--- src/rtl/disp_host_pkg.sv ---
package disp_host_pkg;
  localparam int BYTE_W = 8;
  localparam int NIB_W  = BYTE_W / 2;
  localparam int ADDR_W = BYTE_W - 1;

  typedef struct packed {
    logic hiLoad;
    logic instrFire;
    logic dataFire;
    logic rdFire;
    logic bufLoad;
  } hostStrb_t;
endpackage

--- src/rtl/disp_host_ctl.sv ---
module disp_host_ctl
  import disp_host_pkg::*;
#(
  parameter int BUSY_CYCLES = 40
) (
  input  logic              clk,
  input  logic              rstN,
  input  logic              enable,
  input  logic              capRs,
  input  logic              capRw,
  input  logic [BYTE_W-1:0] fullByte,
  output hostStrb_t         strb,
  output logic              busy,
  output logic              wideMode,
  output logic              phase
);
  localparam int CNT_W = $clog2(BUSY_CYCLES + 1);
  localparam logic [CNT_W-1:0] BUSY_LOAD = CNT_W'(BUSY_CYCLES);

  logic             enPrev;
  logic [CNT_W-1:0] busyCnt;
  logic             fall, lastHalf, xferDone, accInstr, isFuncSet;

  always_ff @(posedge clk) begin
    if (!rstN) enPrev <= 1'b0;
    else       enPrev <= enable;
  end

  assign fall      = enPrev & ~enable;
  assign lastHalf  = wideMode | phase;
  assign xferDone  = fall & lastHalf;
  assign isFuncSet = (fullByte[BYTE_W-1 -: 3] == 3'b001);
  assign accInstr  = xferDone & ~capRw & ~capRs & ~busy;

  always_comb begin
    strb.hiLoad    = fall & ~wideMode & ~phase & ~capRw;
    strb.instrFire = accInstr;
    strb.dataFire  = xferDone & ~capRw & capRs;
    strb.rdFire    = xferDone & capRw & capRs;
    strb.bufLoad   = strb.dataFire | strb.rdFire;
  end

  always_ff @(posedge clk) begin
    if (!rstN) begin
      wideMode <= 1'b1;
      phase    <= 1'b0;
    end else if (accInstr && isFuncSet) begin
      wideMode <= fullByte[NIB_W];
      phase    <= 1'b0;
    end else if (fall && !wideMode) begin
      phase <= ~phase;
    end
  end

  always_ff @(posedge clk) begin
    if (!rstN)                              busyCnt <= '0;
    else if (accInstr || strb.dataFire)     busyCnt <= BUSY_LOAD;
    else if (busyCnt != '0)                 busyCnt <= busyCnt - 1'b1;
  end

  assign busy = (busyCnt != '0);


  busy_start_chk: assert property (@(posedge clk) disable iff (!rstN)
    $rose(busy) |-> busyCnt == BUSY_LOAD);

  busy_end_chk: assert property (@(posedge clk) disable iff (!rstN)
    $fell(busy) |-> $past(busyCnt) == CNT_W'(1));

  narrow_second_chk: assert property (@(posedge clk) disable iff (!rstN)
    (strb.instrFire || strb.dataFire || strb.rdFire) && !wideMode |-> phase);

  mode_change_chk: assert property (@(posedge clk) disable iff (!rstN)
    !$stable(wideMode) |-> $past(strb.instrFire));
endmodule

--- src/rtl/disp_host_dp.sv ---
module disp_host_dp
  import disp_host_pkg::*;
(
  input  logic              clk,
  input  logic              rstN,
  input  logic              enable,
  input  logic              regSel,
  input  logic              readNotWrite,
  input  logic [BYTE_W-1:0] dataIn,
  input  hostStrb_t         strb,
  input  logic              busy,
  input  logic              wideMode,
  input  logic              phase,
  input  logic [ADDR_W-1:0] addrCounter,
  input  logic [BYTE_W-1:0] ramData,
  output logic              capRs,
  output logic              capRw,
  output logic [BYTE_W-1:0] fullByte,
  output logic [BYTE_W-1:0] dataOut,
  output logic              dataOe,
  output logic              instrValid,
  output logic [BYTE_W-1:0] instrByte,
  output logic              dataWrValid,
  output logic [BYTE_W-1:0] dataWrByte,
  output logic              dataRdDone
);
  logic [BYTE_W-1:0] capData, readBuf, readWord;
  logic [NIB_W-1:0]  hiNib, outNib;

  always_ff @(posedge clk) begin
    if (!rstN) begin
      capRs   <= 1'b0;
      capRw   <= 1'b0;
      capData <= '0;
    end else if (enable) begin
      capRs   <= regSel;
      capRw   <= readNotWrite;
      capData <= dataIn;
    end
  end

  always_ff @(posedge clk) begin
    if (!rstN)            hiNib <= '0;
    else if (strb.hiLoad) hiNib <= capData[BYTE_W-1 -: NIB_W];
  end

  assign fullByte = wideMode ? capData : {hiNib, capData[BYTE_W-1 -: NIB_W]};

  always_ff @(posedge clk) begin
    if (!rstN)             readBuf <= '0;
    else if (strb.bufLoad) readBuf <= ramData;
  end

  always_ff @(posedge clk) begin
    if (!rstN) begin
      instrValid  <= 1'b0;
      dataWrValid <= 1'b0;
      dataRdDone  <= 1'b0;
      instrByte   <= '0;
      dataWrByte  <= '0;
    end else begin
      instrValid  <= strb.instrFire;
      dataWrValid <= strb.dataFire;
      dataRdDone  <= strb.rdFire;
      if (strb.instrFire) instrByte  <= fullByte;
      if (strb.dataFire)  dataWrByte <= fullByte;
    end
  end

  assign readWord = regSel ? readBuf : {busy, addrCounter};
  assign outNib   = phase ? readWord[NIB_W-1:0] : readWord[BYTE_W-1 -: NIB_W];
  assign dataOe   = enable & readNotWrite;

  always_comb begin
    if (!dataOe)       dataOut = '0;
    else if (wideMode) dataOut = readWord;
    else               dataOut = {outNib, {NIB_W{1'b0}}};
  end


  idle_bus_chk: assert property (@(posedge clk) disable iff (!rstN)
    !dataOe |-> dataOut == '0);

  instr_pulse_chk: assert property (@(posedge clk) disable iff (!rstN)
    instrValid |=> !instrValid);

  instr_not_busy_chk: assert property (@(posedge clk) disable iff (!rstN)
    instrValid |-> $past(!busy));

  rd_pulse_chk: assert property (@(posedge clk) disable iff (!rstN)
    dataRdDone |=> !dataRdDone);
endmodule

--- src/rtl/disp_host_port.sv ---
module disp_host_port
  import disp_host_pkg::*;
#(
  parameter int BUSY_CYCLES = 40
) (
  input  logic              clk,
  input  logic              rstN,
  input  logic              regSel,
  input  logic              readNotWrite,
  input  logic              enable,
  input  logic [BYTE_W-1:0] dataIn,
  output logic [BYTE_W-1:0] dataOut,
  output logic              dataOe,
  input  logic [ADDR_W-1:0] addrCounter,
  input  logic [BYTE_W-1:0] ramData,
  output logic              instrValid,
  output logic [BYTE_W-1:0] instrByte,
  output logic              dataWrValid,
  output logic [BYTE_W-1:0] dataWrByte,
  output logic              dataRdDone
);
  hostStrb_t         strb;
  logic              busy, wideMode, phase, capRs, capRw;
  logic [BYTE_W-1:0] fullByte;

  disp_host_ctl #(.BUSY_CYCLES(BUSY_CYCLES)) ctl (
    .clk(clk), .rstN(rstN), .enable(enable), .capRs(capRs), .capRw(capRw),
    .fullByte(fullByte), .strb(strb), .busy(busy), .wideMode(wideMode),
    .phase(phase)
  );

  disp_host_dp dp (
    .clk(clk), .rstN(rstN), .enable(enable), .regSel(regSel),
    .readNotWrite(readNotWrite), .dataIn(dataIn), .strb(strb), .busy(busy),
    .wideMode(wideMode), .phase(phase), .addrCounter(addrCounter),
    .ramData(ramData), .capRs(capRs), .capRw(capRw), .fullByte(fullByte),
    .dataOut(dataOut), .dataOe(dataOe), .instrValid(instrValid),
    .instrByte(instrByte), .dataWrValid(dataWrValid), .dataWrByte(dataWrByte),
    .dataRdDone(dataRdDone)
  );
endmodule

--- config.mk ---
export PLATFORM = sky130hd
export DESIGN_NAME = disp_host_port
export DESIGN_NICKNAME = d
export VERILOG_FILES = /design/src/rtl/disp_host_pkg.sv /design/src/rtl/disp_host_ctl.sv /design/src/rtl/disp_host_dp.sv /design/src/rtl/disp_host_port.sv
export SDC_FILE = /design/constraint.sdc
export NUM_CORES = 1
export LEC_CHECK = 0
export BUFFER_PORTS_ARGS = -buffer_cell sky130_fd_sc_hd__buf_2
export CAP_MARGIN = 20
export CORE_MARGIN = 4
export CORE_UTILIZATION = 45
export DETAILED_ROUTE_END_ITERATION = 8
export PLACE_DENSITY_LB_ADDON = 0.15
export SLEW_MARGIN = 20
export SYNTH_ARGS = -nofsm -noshare
export SYNTH_HDL_FRONTEND = slang
export SYNTH_HIERARCHICAL = 1
export SYNTH_SLANG_ARGS = --single-unit
export TNS_END_PERCENT = 1
--- constraint.sdc ---
create_clock -name clk -period 2.6 [get_ports clk]
set_input_delay 0.13 -clock clk [delete_from_list [all_inputs] [get_ports clk]]
set_output_delay 0.13 -clock clk [all_outputs]
set_load 0.02 [all_outputs]
# Word level (Yosys, flattened, before mapping)
# Index checks and enable logic that the tools add are counted.
[totals]
ff_bits = 50
out_inout_bits = 28
in_bits = 28
word_cells = 53
[classes]
mux = 7
addsub = 1
n_reduce_logical = 8
n_bitwise = 21
n_eq_ne = 1
[ops]
columns = ["operator", "n"]
rows = [
  ["8-bit two-way mux", 4],
  ["1-bit bitwise AND", 12],
  ["6-bit two-way mux", 2],
  ["1-bit NOT", 7],
  ["6-bit nonzero test", 1],
  ["6-bit by 1-bit subtractor with 6-bit output, second input constant", 1],
  ["4-bit two-way mux", 1],
  ["2-bit OR reduction", 2],
  ["3-bit by 1-bit == test with 1-bit output, second input constant", 1],
  ["1-bit logical AND", 2],
  ["1-bit bitwise OR", 2],
  ["2-bit nonzero test", 1],
  ["1-bit zero test", 1],
  ["1-bit logical OR", 1],
]

# Depth between registers and ports, before layout
# Gate-level depths: netlist (run 1).
[logic_depth]
depth_word = 8
depth_mapped = 9
mapped_depth_nobuf = 7

# Cells and area by module
# Netlist (run 1), hierarchy kept.
[modules_own_cells]
columns = ["module", "instances", "cells_per_inst", "area_each_um2", "seq_area_each_um2"]
rows = [
  ["disp_host_dp", 1, 169, 1696.6, 820.8],
  ["disp_host_ctl", 1, 59, 488.0, 180.2],
]

# Least setup slack after synthesis (run 1)
# OpenSTA, ideal clock, no wires.
[synth_timing]
kind = "reg2reg"
start = "register ctl.wideMode"
end = "register ctl.wideMode"
t_required_ns = 2.472
synth_period_minus_slack_ns = 1.689
arrival_time_ns = 1.561
slack_ns = 0.911
path_buffers = 1
stages_incl_launch_ff = 8
setup_ns = 0.128
path_cell_list = "dfxtp_1 -> buf_6 -> mux2i_1 -> inv_1 -> nor4b_1 -> nand4b_1 -> o21ai_0 -> o211ai_1"
[synth_via]
elab_cells_between_ends = 8
cone_classes = "eq/ne (1); mux (1); bitwise (5); reduce/logical (1)"
[synth_lines]
columns = ["element", "line", "source"]
rows = [
  ["from (decl)", "disp_host_ctl.sv:14", "output logic wideMode,"],
  ["from (signal assigned)", "disp_host_ctl.sv:48", "wideMode <= fullByte[NIB_W];"],
  ["8-bit two-way mux", "disp_host_dp.sv:47", "assign fullByte = wideMode ? capData : {hiNib, capData[BYTE_W-1 -: NIB_W]};"],
  ["net fullByte[6]", "disp_host_port.sv:24", "logic [BYTE_W-1:0] fullByte;"],
  ["3-bit by 1-bit == test with 1-bit output", "disp_host_ctl.sv:32", "assign isFuncSet = (fullByte[BYTE_W-1 -: 3] == 3'b001);"],
  ["1-bit logical AND", "disp_host_ctl.sv:47", "end else if (accInstr && isFuncSet) begin"],
]
# The timed path passes the listed nets, and every way through them passes these cells.
# A chain may end at the register's enable or synchronous reset.

# Final worst setup path (run 1)
# Ends and elaborated chain as after synthesis.

==> metrics.txt, run 1 <==
status finished, final reports clean; core area between 0.004 and 0.005 sq mm; initial DRC count 85; FP Rows 24; Die X 77.4 microns; Post-Synthesis Cells 224; fill count 433; DRT antenna net count 0; Final setup viols 0; Layout Skew 0.00850 ns; setup bufs post-CTS 0; Tmin final roughly 1.9 ns; Ys Warns 6; grt ovf 0; RSZ-0062 raised after global routing no; initial antenna violation count 0; Worst EP arrival 2.07 ns; Max VDD drop about 380 uV; top-level port count 56; TritonCTS clock tree built; Hold EP dp/capData[4]; pin count of the biggest net entering global routing 26; cells along the critical path mux2i_1 -> inv_1 -> nor4b_1 -> nand4b_1 -> o21ai_0 -> o211ai_1; total track usage 16.1%; Die ar. approximately 0.0060 sq mm; die height ~77 microns; H-tree depth 2; Non-Filler Instances 330; RD Place Congestion 0.734; Post-Syn Area 0.00217 sq mm; Met1 Wirelength about 2.2 mm; Worst Reg-to-Reg Cells 6; setup TNS 0 ns; Crit path largest cell delay 0.52 ns; metal2 WL 1.99 mm; hold_buf cts 0; CP max-delay cell dfxtp_1; fmax 531 MHz; clk_lat worst skew 0.30 ns; clock-pin transition on the worst setup and hold timing paths 0.09 ns; kind of critical path flop to flop; Mean Syn Cell Area 9.69 sq um; post-DP HPWL 3.30 mm; slew margin rel. 66.2%; Inserted Diodes 0; crit end category flop; final hold vios 0; wire per inst 13.8 microns; first-pass GRT wire length 7.67 mm; Placed Cells between 300 and 400; delay-heaviest family, CP flip-flops; post-cts gate resize count 0; Setup crit start kind flop; starting density of the core around 48%; final instance area 0.00256 sq mm; Buf/Inv on CP 1; Sink Count 50; count of pins over their slew limit 0; PortBufs 55; via count ~1700; Crit path required time 2.78 ns; worst slew pin tran 0.507 ns; final WL 4.56 mm; clock buffer count from CTS 5; drt first pass iters 4; clock tree root buffer cell clkbuf_8; Crit Path Max Fanout 7; Hold WC Path Type input pin to flop; r2r setup slk 0.72 ns; Placed Area 0.00246 sq mm; FF-to-FF End ctl/wideMode; LEAKAGE 1.22 nW; met3 routed WL 235 microns; post-synth net total 254; vias in the first global route 1632; DR top layer met4; fin crit share 72.4%; fin nets 307; area grow syn2layout 17.9%; PD cells 679 mW/mm^2; worst r2r src ctl/wideMode; hold depth 3; worst-case clock buffer depth 2; drt drc 0; share of layout cells above drive strength 1 a little over a quarter; vias per cell 5.22; hold wc startpoint dataIn[4]; Max-Cap Viols 0
[state kept, by name (all words and copies together), names as in the netlist, 4 cells and up]
name           count
dp/readBuf         8
dp/hiNib           4
ctl/busyCnt        6
dp/instrByte       8
dp/dataWrByte      8
dp/capData         8
[cell type report]
type / instances / area, sq um / area share (%)
clock inverter: 2 / 12.5 / 0.489
timing repair buffer: 59 / 305 / 11.9
clock buffer: 6 / 82.6 / 3.23
multi-input combinational: 152 / 1060 / 41.4
inverter: 9 / 33.8 / 1.32
tap: 52 / 65.1 / 2.54
sequential: 50 / 1000 / 39.1
[routing by layer]
metal,track usage [%],vias up
met2,23.4,36
met1,22.0,797
met4,7.47,0
met3,4.40,8
li1,-,882
met5,0,-
[worst min-delay path: cells and delay by family]
family	cells	cell delay, ns
and+or+nand+nor	1	0.09
muxes	1	0.06
buffers and inverters	1	0.07
[where the power goes]
group / internal [mW] / leakage [nW] / switching [mW]
clock network: 0.214 / 0.0472 / 0.248
registers: 0.827 / 0.407 / 0.0498
logic: 0.175 / 0.764 / 0.222
total: 1.22 / 1.22 / 0.521
[placed cells by master, fill, tap and decap left out, types with 2 or more instances in the layout]
cell / instances
a21oi_1: 18
and2_1: 7
buf_2: 55
buf_4: 4
clkbuf_8: 6
dfxtp_1: 50
ha_1: 2
inv_1: 8
mux2i_1: 37
nand2_1: 8
nand2b_1: 2
nor2_1: 7
nor2b_1: 22
nor3_1: 4
o21ai_0: 20
o22ai_1: 5
[through the flow]
step	util, %	hold WS, ns	setup WS [ns]	total power, mW
floorplan	-	0.219	0.911	1.18
global placement	54.7	0.387	0.821	1.29
detailed placement	54.7	0.395	0.756	1.29
CTS	56.8	0.0782	0.734	1.76
global route	56.8	0.0788	0.471	1.85
finish	56.8	0.0812	0.717	1.74
[worst max-delay path by stage]
stage	from	to	slack, ns	cells past startpoint
after floorplan	ctl/wideMode	ctl/wideMode	0.91	7
final	ctl/wideMode	ctl/wideMode	0.72	6
after detailed placement	ctl/wideMode	dp/dataWrByte[0]	0.76	5
after global routing	ctl/wideMode	ctl/wideMode	0.47	6
after CTS	ctl/busyCnt[2]	dataOut[7]	0.73	6
after global placement	ctl/wideMode	ctl/wideMode	0.82	6
Power figures use the tool's default switching activity.
==> run 2, diff against run 1 <==
==> constraint.sdc (replaced) <==
create_clock -name clk -period 1.8 [get_ports clk]
set_input_delay 0.09 -clock clk [delete_from_list [all_inputs] [get_ports clk]]
set_output_delay 0.09 -clock clk [all_outputs]
set_load 0.02 [all_outputs]
==> run 2 against run 1 <==
Against the previous run:
- setup slack worse by 0.65 ns
- clock power rose by 72%
- hold slack worse by 0.042 ns
- critical endpoint is now dataOut[7]
- routed wire length increased by 1.8%
- via count grew 0.87%
- die area unchanged
- critical path depth rose by 1
- largest cell class unchanged
- clock skew is essentially flat
- final area rose by 3.8%
==> metrics.txt, run 2 (synthesis results as in run 1) <==
Setup crit start kind flop (unchanged); TritonCTS clock tree built (unchanged); status finished, final reports clean (unchanged); post-DP HPWL 3.36 mm (was 3.30 mm); fin nets 315 (was 307); share of layout cells above drive strength 1 29.4% (was 26.3%); first-pass GRT wire length 7.72 mm (was 7.67 mm); starting density of the core 48.2% (unchanged); area grow syn2layout 22.4% (was 17.9%); Crit Path Max Fanout 5 (was 7); wire per inst 13.7 microns (was 13.8 microns); Die ar. 0.00600 sq mm (unchanged); PortBufs 55 (unchanged); kind of critical path flop to output pin (was flop to flop); Crit path required time 1.71 ns (was 2.78 ns); Layout Skew 0.00883 ns (was 0.00850 ns); vias in the first global route 1689 (was 1632); setup TNS 0 ns (unchanged); clock buffer count from CTS 5 (unchanged); RSZ-0062 raised after global routing yes (was no); initial DRC count 75 (was 85); worst slew pin tran 0.354 ns (was 0.507 ns); Inserted Diodes 0 (unchanged); fin crit share 96.1%; total track usage 15.7% (was 16.1%); clock-pin transition on the worst setup and hold timing paths 0.09 ns (about the same); most frequent cells in the layout 55 x buf_2, 49 x dfxtp_1, 36 x mux2i_1, 22 x nor2b_1, 20 x o21ai_0 (was 55 x buf_2, 50 x dfxtp_1, 37 x mux2i_1, 22 x nor2b_1, 20 x o21ai_0); fmax roughly 580 MHz; clk_lat worst skew 0.30 ns (about the same); grt ovf 0 (unchanged); final hold vios 0 (unchanged); setup bufs post-CTS 0 (unchanged); H-tree depth 2 (unchanged); clock tree root buffer cell clkbuf_8 (unchanged); LEAKAGE 1.27 nW (was 1.22 nW); slew margin rel. 75.8% (was 66.2%); DRT antenna net count 0 (unchanged); core area 0.00450 sq mm (unchanged); PD cells 1000 mW/mm^2 (was 679 mW/mm^2); delay-heaviest family, CP flip-flops (unchanged); final WL 4.64 mm (was 4.56 mm); post-cts gate resize count 0 (unchanged); cells along the critical path inv_1 -> ha_1 -> and2_4 -> inv_2 -> mux2i_1 -> o22ai_1 -> buf_2 (was mux2i_1 -> inv_1 -> nor4b_1 -> nand4b_1 -> o21ai_0 -> o211ai_1); die height 77.4 microns (unchanged); via count 1738 (was 1723); Sink Count 50 (unchanged); crit end category output pin (was flop); Crit path largest cell delay 0.37 ns (was 0.52 ns); Max VDD drop 381 uV (was 376 uV); Hold WS 0.0389 ns (was 0.0812 ns); hold_buf cts 0 (unchanged); Tmin final approximately 1.7 ns; vias per cell 5.14 (was 5.22); RD Place Congestion 0.793 (was 0.734); Die X 77.4 microns (unchanged); most common cell after layout, fill and taps aside buf_2 (unchanged); initial antenna violation count 0 (unchanged); drt drc 0 (unchanged); FP Rows 24 (unchanged); Max-Cap Viols 0 (unchanged); count of pins over their slew limit 0 (unchanged); CP max-delay cell dfxtp_1 (unchanged); worst-case clock buffer depth 2 (unchanged); pin count of the biggest net entering global routing 27 (was 26); top-level port count 56 (unchanged); Hold WC Path Type input pin to flop (unchanged); Worst EP arrival 1.64 ns (was 2.07 ns); Final setup viols 0 (unchanged); drt first pass iters 4 (unchanged); Buf/Inv on CP 3 (was 1)
run 2: worst paths after layout:
check	slack [ns]	cells past startpoint	end	from
worst max register to register	0.18	6	ctl/wideMode	ctl/wideMode
worst min register to register	0.50	2	ctl/busyCnt[0]	ctl/busyCnt[0]
worst max-delay path	0.07	7	dataOut[7]	ctl/busyCnt[0]
worst min-delay path	0.04	3	dp/capData[7]	dataIn[7]
run 2: power breakdown:
part           leakage, nW  switching (mW)  internal, mW  total [mW]
clock               0.0585           0.376         0.417       0.793
sequential           0.406          0.0857          1.19        1.28
combinational        0.801           0.317         0.274       0.591
total                 1.27           0.779          1.88        2.66
run 2: metal layers:
metal	up-vias	track usage (%)	part of all wire, %
met2	40	24.9	45
met5	-	0	0
li1	894	-	-
met1	798	20.6	48
met3	6	4.75	5.4
met4	0	4.80	1.3
run 2: cell type report:
| class | count | area (sq um) |
|---|---|---|
| fillers | 431 | 1850 |
| clock buffers | 5 | 68.8 |
| repair buffers | 67 | 365 |
| well taps | 52 | 65.1 |
| multi-input cells | 152 | 1080 |
| clock inverters | 3 | 43.8 |
| flip-flops and latches | 50 | 1000 |
| inverters | 9 | 33.8 |
run 2: per-stage QoR:
| stage | total power, mW | setup slack [ns] | std cells | utilization [%] | area (sq um) |
|---|---|---|---|---|---|
| 6_report | 2.66 | 0.0693 | 338 | 59.0 | 2660 |
| 5_1_grt | 2.82 | -0.0376 | 338 | 59.0 | 2660 |
| 4_1_cts | 2.67 | 0.0309 | 338 | 58.5 | 2640 |
| 3_5_place_dp | 1.87 | 0.0892 | 330 | 56.0 | 2520 |
| 3_3_place_gp | 1.86 | 0.00888 | 330 | 56.0 | 2520 |
| 2_1_floorplan | 1.71 | 0.111 | 224 | - | 2170 |
run 2: worst reg2reg max path, cell delays in order (launching register included):
cell and delay (ns):
dfxtp_2 0.40, mux2i_2 0.27, inv_1 0.08, nor4b_2 0.26
nand4b_1 0.18, o21ai_0 0.21, o211ai_1 0.11
==> run 3, diff against run 2 <==
--- a/config.mk
+++ b/config.mk
@@ -7,8 +7,10 @@
 export LEC_CHECK = 0
 export BUFFER_PORTS_ARGS = -buffer_cell sky130_fd_sc_hd__buf_2
 export CAP_MARGIN = 20
+export CELL_PAD_IN_SITES_DETAIL_PLACEMENT = 1
+export CELL_PAD_IN_SITES_GLOBAL_PLACEMENT = 2
 export CORE_MARGIN = 4
-export CORE_UTILIZATION = 45
+export CORE_UTILIZATION = 31
 export DETAILED_ROUTE_END_ITERATION = 8
 export PLACE_DENSITY_LB_ADDON = 0.15
 export SLEW_MARGIN = 20
==> run 3 against run 2 <==
Against the previous run:
- count of clock-buffer cells in the layout unchanged
- hold slack got worse by 0.0015 ns
- total power increased by 3.8%
- combinational power increased by 12%
- sequential power about the same
- register-to-register slack barely moved
- utilization fell by 19 points
- first-iteration DRC count down 19%
- via count is 2.1% higher
- fmax decreased by 0.52%
- die area rose by 40%
- sequential share of layout area shrank 1.1 points
- critical endpoint unchanged
==> metrics.txt, run 3 (synthesis results as in run 1) <==
status finished, final reports clean (unchanged); die height 91.7 microns (was 77.4 microns); drt drc 0 (unchanged); Placed Cells 374 (was 330); drt first pass iters 4 (unchanged); hold_buf cts 0 (unchanged); fin crit share 96.7% (was 96.1%); Hold EP dp/readBuf[3] (was dp/capData[7]); Final setup viols 0 (unchanged); Layout Skew 0.0103 ns (was 0.00883 ns); crit end category output pin (unchanged); hold depth 3 (unchanged); Total Power 2.76 mW (was 2.66 mW); Non-Filler Instances 384 (was 338); clock-pin transition on the worst setup and hold timing paths 0.09 ns (about the same); worst slew pin tran 0.390 ns (was 0.354 ns); vias in the first global route 1838 (was 1689); Tmin final 1.74 ns (was 1.73 ns); Setup crit start kind flop (unchanged); r2r setup slk 0.17 ns (was 0.18 ns); H-tree depth 2 (unchanged); final core utilization 40.4% (was 59.0%); RSZ-0062 raised after global routing yes (unchanged); clock buffer count from CTS 5 (unchanged); PD cells 1010 mW/mm^2 (was 1000 mW/mm^2); final WL 5.40 mm (was 4.64 mm); via count 1775 (was 1738); Worst Reg-to-Reg Cells 6 (unchanged); first-pass GRT wire length 9.10 mm (was 7.72 mm); hold wc startpoint ramData[3] (was dataIn[7]); worst r2r src ctl/wideMode (unchanged); Max-Cap Viols 0 (unchanged); Die X 91.7 microns (was 77.4 microns); most common cell after layout, fill and taps aside buf_2 (unchanged); share of layout cells above drive strength 1 30.9% (was 29.4%); area grow syn2layout 26.6% (was 22.4%); clk_lat worst skew 0.31 ns (was 0.30 ns); DRT antenna net count 0 (unchanged); Crit path required time 1.71 ns (about the same); final hold vios 0 (unchanged); Worst EP arrival 1.65 ns (was 1.64 ns); Die ar. 0.00840 sq mm (was 0.00600 sq mm); Max VDD drop 404 uV (was 381 uV); wire per inst 14.1 microns (was 13.7 microns); Inserted Diodes 0 (unchanged); LEAKAGE 1.28 nW (was 1.27 nW); PortBufs 55 (unchanged); RD Place Congestion 0.726 (was 0.793); initial DRC count 61 (was 75); total track usage 13.4% (was 15.7%); Hold WC Path Type input pin to flop (unchanged); FP Rows 30 (was 24); fin nets 317 (was 315); pin count of the biggest net entering global routing 25 (was 27); FF-to-FF End ctl/wideMode (unchanged); count of pins over their slew limit 0 (unchanged); slew margin rel. 74.0% (was 75.8%); top-level port count 56 (unchanged); fmax 575 MHz (was 578 MHz); kind of critical path flop to output pin (unchanged); vias per cell 4.62 (was 5.14); TritonCTS clock tree built (unchanged); Hold WS 0.0373 ns (was 0.0389 ns); Sink Count 50 (unchanged); post-DP HPWL 4.04 mm (was 3.36 mm); most frequent cells in the layout 55 x buf_2, 48 x dfxtp_1, 36 x mux2i_1, 22 x nor2b_1, 20 x o21ai_0 (was 55 x buf_2, 49 x dfxtp_1, 36 x mux2i_1, 22 x nor2b_1, 20 x o21ai_0); starting density of the core 31.9% (was 48.2%); grt ovf 0 (unchanged); clock tree root buffer cell clkbuf_8 (unchanged); worst-case clock buffer depth 2 (unchanged); core area 0.00679 sq mm (was 0.00450 sq mm); initial antenna violation count 0 (unchanged); Crit Path Max Fanout 5 (unchanged)
run 3: cell types whose count changed in the layout (fill, tap and decap cells not counted), sizes merged:
cell | before | now
clkinv | 1 | 0
inv | 10 | 11
buf | 67 | 69
run 3: final cells by class:
cell class / count / area [sq um]
Fill cell: 807 / 4050
Multi-Input combinational cell: 152 / 1090
Sequential cell: 50 / 1010
Timing Repair Buffer: 69 / 380
Tap cell: 96 / 120
Clock buffer: 5 / 68.8
Clock inverter: 3 / 47.5
Inverter: 9 / 33.8
run 3: worst max-delay path by stage:
stage | from | end | slack (ns) | depth (start not counted)
after floorplan | ctl/wideMode | ctl/wideMode | 0.11 | 7
after global placement | ctl/wideMode | ctl/wideMode | 0.11 | 7
after detailed placement | ctl/wideMode | ctl/wideMode | -0.1 | 7
after CTS | ctl/busyCnt[3] | dataOut[7] | 0.02 | 6
after global routing | ctl/busyCnt[4] | dataOut[7] | -0.01 | 6
final | ctl/busyCnt[4] | dataOut[7] | 0.06 | 6
run 3: repair_timing:
item                       4_1_cts  5_1_grt
gates resized for setup          4        5
buffers inserted                 1        1
setup endpoints to repair        2        2
pin swaps                        1        1
run 3: metrics by stage:
step / instance area, sq um / TNS (ns) / worst slack, ns
after floorplan: 2170 / 0 / 0.111
after global placement: 2580 / 0 / 0.109
after detailed placement: 2580 / -0.0989 / -0.0989
after CTS: 2720 / 0 / 0.0178
after global routing: 2750 / -0.0208 / -0.0129
final: 2750 / 0 / 0.0602
run 3: worst max-delay path, stage by stage (launching register included):
cell     delay, ns
dfxtp_1       0.37
nor4_4        0.29
and2_4        0.21
inv_2         0.04
mux2i_1       0.15
o22ai_1       0.11
buf_2         0.18
run 3: report_power, final:
part,total (mW),switching (mW),internal [mW]
clock,0.824,0.400,0.424
sequential,1.28,0.0831,1.19
combinational,0.663,0.346,0.317
run 3: metal layers:
layer / GRT usage (%) / wire length (microns) / share of wire (%)
met2: 23.7 / 2730 / 50
met1: 15.6 / 2310 / 43
met4: 3.77 / 58 / 1.1
met5: 0 / 0 / 0
met3: 4.02 / 305 / 5.6
